<file path="config.mk">
export PLATFORM = sky130hd
export DESIGN_NAME = s9w_writer
export DESIGN_NICKNAME = d
export VERILOG_FILES = /design/src/rtl/s9w_pkg.sv /design/src/rtl/s9w_frame_builder.sv /design/src/rtl/s9w_half_timer.sv /design/src/rtl/s9w_bit_engine.sv /design/src/rtl/s9w_writer.sv
export SDC_FILE = /design/constraint.sdc
export NUM_CORES = 1
export LEC_CHECK = 0
export ABC_AREA = 1
export CAP_MARGIN = 20
export CORE_UTILIZATION = 55
export DETAILED_ROUTE_END_ITERATION = 6
export HOLD_SLACK_MARGIN = 0.03
export MAX_ROUTING_LAYER = met4
export PLACE_DENSITY = 0.86
export REMOVE_ABC_BUFFERS = 1
export SYNTH_ARGS = -nofsm -noshare
export SYNTH_HDL_FRONTEND = slang
export SYNTH_SLANG_ARGS = --single-unit
</file>
<file path="constraint.sdc">
create_clock -name clk -period 2.49 [get_ports clk]
set_clock_uncertainty 0.15 [all_clocks]
set_input_delay 0.498 -clock clk [delete_from_list [all_inputs] [get_ports clk]]
set_output_delay 0.498 -clock clk [all_outputs]
set_load 0.005 [all_outputs]
</file>
<file path="src/rtl/s9w_pkg.sv">
package s9w_pkg;

    localparam int WORD_W    = 9;
    localparam int BYTE_W    = 8;
    localparam int MAX_WORDS = 3;
    localparam int FRAME_W   = WORD_W * MAX_WORDS;
    localparam int IDX_W     = $clog2(FRAME_W);

    typedef enum logic [1:0] {
        K_CMD  = 2'd0,
        K_BYTE = 2'd1,
        K_HALF = 2'd2,
        K_RSVD = 2'd3
    } kind_e;

    typedef enum logic [1:0] {
        PH_IDLE = 2'd0,
        PH_LOW  = 2'd1,
        PH_HIGH = 2'd2
    } phase_e;

    // Left-justified bit frame plus the index of its final bit.
    typedef struct packed {
        logic [FRAME_W-1:0] bits;
        logic [IDX_W-1:0]   last_idx;
    } frame_t;

    function automatic logic [WORD_W-1:0] mk_word(input logic is_data,
                                                   input logic [BYTE_W-1:0] payload);
        return {is_data, payload};
    endfunction

    function automatic logic [IDX_W-1:0] idx_of(input int words);
        return IDX_W'(words * WORD_W - 1);
    endfunction

endpackage

</file>
<file path="src/rtl/s9w_frame_builder.sv">
module s9w_frame_builder
    import s9w_pkg::*;
(
    input  kind_e                kind,
    input  logic [BYTE_W-1:0]    addr,
    input  logic [2*BYTE_W-1:0]  value,
    output frame_t               frame
);

    logic [WORD_W-1:0] words [MAX_WORDS];

    assign words[0] = mk_word(1'b0, addr);

    always_comb begin
        words[1] = mk_word(1'b1, value[BYTE_W-1:0]);
        words[2] = '0;
        if (kind == K_HALF) begin
            words[1] = mk_word(1'b1, value[2*BYTE_W-1:BYTE_W]);
            words[2] = mk_word(1'b1, value[BYTE_W-1:0]);
        end
    end

    always_comb begin
        frame.bits = '0;
        unique case (kind)
            K_BYTE: begin
                frame.bits     = {words[0], words[1], {WORD_W{1'b0}}};
                frame.last_idx = idx_of(2);
            end
            K_HALF: begin
                frame.bits     = {words[0], words[1], words[2]};
                frame.last_idx = idx_of(3);
            end
            default: begin
                frame.bits     = {words[0], {(2*WORD_W){1'b0}}};
                frame.last_idx = idx_of(1);
            end
        endcase
    end

endmodule

</file>
<file path="src/rtl/s9w_half_timer.sv">
module s9w_half_timer #(
    parameter int HALF_CYC = 40000
) (
    input  logic clk,
    input  logic rst,
    input  logic clear,
    output logic last
);

    localparam int CW = $clog2(HALF_CYC + 1);
    localparam logic [CW-1:0] TERM = CW'(HALF_CYC - 1);

    logic [CW-1:0] cnt;

    assign last = (cnt == TERM);

    always_ff @(posedge clk) begin
        if (rst || clear || last) begin
            cnt <= '0;
        end else begin
            cnt <= cnt + 1'b1;
        end
    end

endmodule

</file>
<file path="src/rtl/s9w_bit_engine.sv">
module s9w_bit_engine
    import s9w_pkg::*;
(
    input  logic   clk,
    input  logic   rst,
    input  logic   start,
    input  frame_t frame,
    input  logic   phase_last,
    input  logic   miso,
    output logic   idle,
    output logic   done,
    output logic   err,
    output logic   cs_n,
    output logic   sck,
    output logic   mosi
);

    phase_e             phase;
    logic [FRAME_W-1:0] sreg;
    logic [IDX_W-1:0]   left;
    logic               cur_bit;

    assign cur_bit = sreg[FRAME_W-1];
    assign idle    = (phase == PH_IDLE);
    assign cs_n    = idle;
    assign sck     = (phase != PH_LOW);
    assign mosi    = !idle && cur_bit;

    always_ff @(posedge clk) begin
        if (rst) begin
            phase <= PH_IDLE;
            sreg  <= '0;
            left  <= '0;
            done  <= 1'b0;
            err   <= 1'b0;
        end else begin
            done <= 1'b0;
            err  <= 1'b0;
            unique case (phase)
                PH_IDLE: begin
                    if (start) begin
                        sreg  <= frame.bits;
                        left  <= frame.last_idx;
                        phase <= PH_LOW;
                    end
                end
                PH_LOW: begin
                    if (phase_last) begin
                        if (miso != cur_bit) begin
                            phase <= PH_IDLE;
                            done  <= 1'b1;
                            err   <= 1'b1;
                        end else begin
                            phase <= PH_HIGH;
                        end
                    end
                end
                PH_HIGH: begin
                    if (phase_last) begin
                        if (left == '0) begin
                            phase <= PH_IDLE;
                            done  <= 1'b1;
                        end else begin
                            sreg  <= sreg << 1;
                            left  <= left - 1'b1;
                            phase <= PH_LOW;
                        end
                    end
                end
                default: phase <= PH_IDLE;
            endcase
        end
    end

endmodule

</file>
<file path="src/rtl/s9w_writer.sv">
module s9w_writer
    import s9w_pkg::*;
#(
    parameter int HALF_CYC = 40000
) (
    input  logic        clk,
    input  logic        rst,
    input  logic        req_valid,
    output logic        req_ready,
    input  logic [1:0]  req_kind,
    input  logic [7:0]  req_addr,
    input  logic [15:0] req_value,
    output logic        done,
    output logic        err,
    output logic        cs_n,
    output logic        sck,
    output logic        mosi,
    input  logic        miso
);

    frame_t frame;
    logic   idle;
    logic   phase_last;
    logic   start;

    assign req_ready = idle;
    assign start     = req_valid && idle;

    s9w_frame_builder u_frame (
        .kind  (kind_e'(req_kind)),
        .addr  (req_addr),
        .value (req_value),
        .frame (frame)
    );

    s9w_half_timer #(.HALF_CYC(HALF_CYC)) u_timer (
        .clk   (clk),
        .rst   (rst),
        .clear (idle),
        .last  (phase_last)
    );

    s9w_bit_engine u_engine (
        .clk        (clk),
        .rst        (rst),
        .start      (start),
        .frame      (frame),
        .phase_last (phase_last),
        .miso       (miso),
        .idle       (idle),
        .done       (done),
        .err        (err),
        .cs_n       (cs_n),
        .sck        (sck),
        .mosi       (mosi)
    );

endmodule

</file>
==> metrics.md <==
| Metric | Value |
|---|---|
| Largest net degree at the start of global routing | 37 |
| Global Route Usage Sum | between 20% and 30% |
| Crit path DAT | 1690 ps |
| Area after DPL | 3222 µm² |
| Syn_area_per_cell | around 6.5 µm² |
| CTS Hold Buffers Added | 0 |
| Final std cells w/o fill | 536 |
| Hold WC Path Type | register to register |
| CP required | 1840 ps |
| Clock sink total | 52 |
| Core Util, Final | between 60% and 70% |
| Peak VDD IR | 473.9 µV |
| Endpoints failing setup | 0 |
| Final period util | roughly 94% |
| Initial antenna violation count | 0 |
| Vias/cell | 4.944 |
| Critical path class | register to primary output |
| Register area share after synthesis | a little under two fifths |
| Cts bufs inserted | 5 |
| Final Cell Area | 3333 µm² |
| Hold violation count in the final report | 0 |
| YS warnings | 0 |
| Yosys top cell by area | dfxtp_1 |
| ANT cells | 0 |
| Post-CTS sizing | 0 |
| Initial Utilization | 58.31% |
| Gpl congestion | 0.8670 |
| DRC | 0 |
| Pre-CTS setup slack | -8.058 ps |
| Vias in the first global route | 2459 |
| Layout cell share with drive strength beyond 1 | approximately 5.5% |
| Fmax | roughly 430 MHz |
| Startpoint Class | register |
| Slew Viols, Final | 0 |
| Total gr overflow | 0 |
| Fin crit period | about 2300 ps |
| Post-DR wirelength/cell | between 10 and 15 µm |
| Final worst slack | 150.8 ps |
| Number of synthesized flops with an enable pin | 0 |
| Routed Antenna Nets | 0 |
| Worst-path clk slew | roughly 90 ps |
| Top FF cell, synth | dfxtp_1 |
| Fill cells | 438 |
| Crit-path max FO | 5 |
| CP endpoint kind | primary output |
| Outcome | finished, final reports clean |
| Die Ht | 73.47 µm |
| CTS tree | yes |
| Final #Nets | between 500 and 600 |
| Placeable Area | about 4800 µm² |
| WL final | slightly below 6000 µm |
| First-pass detailed-route iteration total | 4 |
| Row count | 25 |
| Area of the die | 5397 µm² |
| Post-Syn Area | 2809 µm² |
| Die W | approximately 73 µm |
| DP Cell Count | 528 |
| Rel. slew slack | 67.33% |
| Maxcap violations | 0 |
| Post-DP HPWL | between 4000 and 5000 µm |
| Slew of the pin with the lowest slew margin | 488.2 ps |
| Setup TNS | 0 ps |
| CTS H-tree depth | 2 |
| R2r setup slk | 340 ps |
| Post-synth top cells | nand2_1 (107), nor2_1 (81), inv_1 (59) |
| Synth-to-Final Area Change | 18.66% |
| Synth area leaders | dfxtp_1 (37%), nand2_1 (14%), nor2_1 (11%), inv_1 (7.9%), o21ai_0 (5.3%) |
| First-pass GRT wire length | 10150 µm |
| Yosys top cell area share | 37.06% |
| Synth unique cells | 30 |
| Unrepaired setup endpoints after global routing | false |
| Number of port buffers | 35 |
| Most common cell in the synthesized netlist | nand2_1 |
| Total number of vias | between 2000 and 3000 |
| I/O pins | 36 |
| FF+latch count, synth | 52 |
| PwrDens | 953.6 nW/µm² |
| Worst-Skew Late Latency | 310 ps |
| Leakage | 0.001517 µW |
| Longest Clk Path Bufs | 2 |
| Post-Synthesis Cells | approximately 440 |
| DRT iter0 DRCs | 164 |
| Post-synthesis async set-or-reset flop share | 0% |
| Root Buffer | clkbuf_8 |
| Postcts setup bufs | 0 |
-- through the flow --
stage / hold WS, ps / total power, µW
final: 315.9 / 3178
after global placement: 278.8 / 2531
after global routing: 350.6 / 3479
after floorplan: 267.9 / 2174
after detailed placement: 304.1 / 2595
after CTS: 320.5 / 3184
-- cell type report --
class / count / area, µm² / area share (%)
multi-input cells: 305 / 1445 / 43.36
flip-flops and latches: 52 / 1041 / 31.23
repair buffers: 43 / 422.9 / 12.69
inverters: 61 / 229.0 / 6.869
well taps: 67 / 83.83 / 2.515
clock buffers: 5 / 68.82 / 2.065
clock inverters: 3 / 42.54 / 1.276
-- cells in the final DEF, fill, tap and decap left out, drive strengths merged, types with 5 or more instances in the layout --
cell type / count
a21oi: 27
buf: 8
clkbuf: 5
clkdlybuf4s50: 35
dfxtp: 52
ha: 9
inv: 60
nand2: 109
nand3: 15
nand4: 7
nor2: 84
nor3: 6
o21ai: 30
o22ai: 6
xor2: 5
-- report_power, final --
group / switching (µW) / leakage [µW] / internal (µW)
combinational: 880 / 0.00104 / 542
clock: 281 / 0.0000541 / 298
sequential: 97.4 / 0.000426 / 1080
total: 1260 / 0.00152 / 1920
-- worst max-delay path, stage by stage (launching register included) --
cell             delay (ps)
dfxtp_1                 400
inv_1                    90
ha_1                    270
nor2_1                  120
clkdlybuf4s50_1         500
-- final timing paths --
check	end	depth (start not counted)	from
setup / recovery	mosi	4	u_engine.phase[0]
hold reg to reg	u_engine.sreg[7]	2	u_engine.sreg[7]
hold / removal	u_engine.sreg[7]	2	u_engine.sreg[7]
setup reg to reg	u_engine.sreg[11]	8	u_engine.phase[0]
-- state kept, by name, summed over array words and instances (netlist names) --
| register | flops |
|---|---|
| u_timer.cnt | 16 |
| u_engine.done | 1 |
| u_engine.left | 5 |
| u_engine.phase | 2 |
| u_engine.err | 1 |
| u_engine.sreg | 27 |
-- routing by layer --
metal	part of all wire [%]	wire, µm	GRT usage (%)	vias to the layer above
met2	48	2799	43.12	67
li1	-	-	-	1417
met1	47	2745	28.53	1159
met3	4.3	251	4.252	7
met5	0	0	-	-
met4	1.3	74	8.547	0
-- cells by family (layout without fill, tap and decap cells) --
family / after synthesis / after routing / synth area share [%]
adder cells (fa/ha/maj): 9 / 9 / 4.009
XOR/XNOR: 7 / 7 / 2.183
buffers and inverters: 78 / 112 / 11.49
AND/OR/NAND/NOR: 223 / 223 / 32.96
flip-flops: 52 / 52 / 37.06
AO/OA/AOI/OAI: 66 / 66 / 12.29
Note: power is estimated with default switching activity, not from simulation.
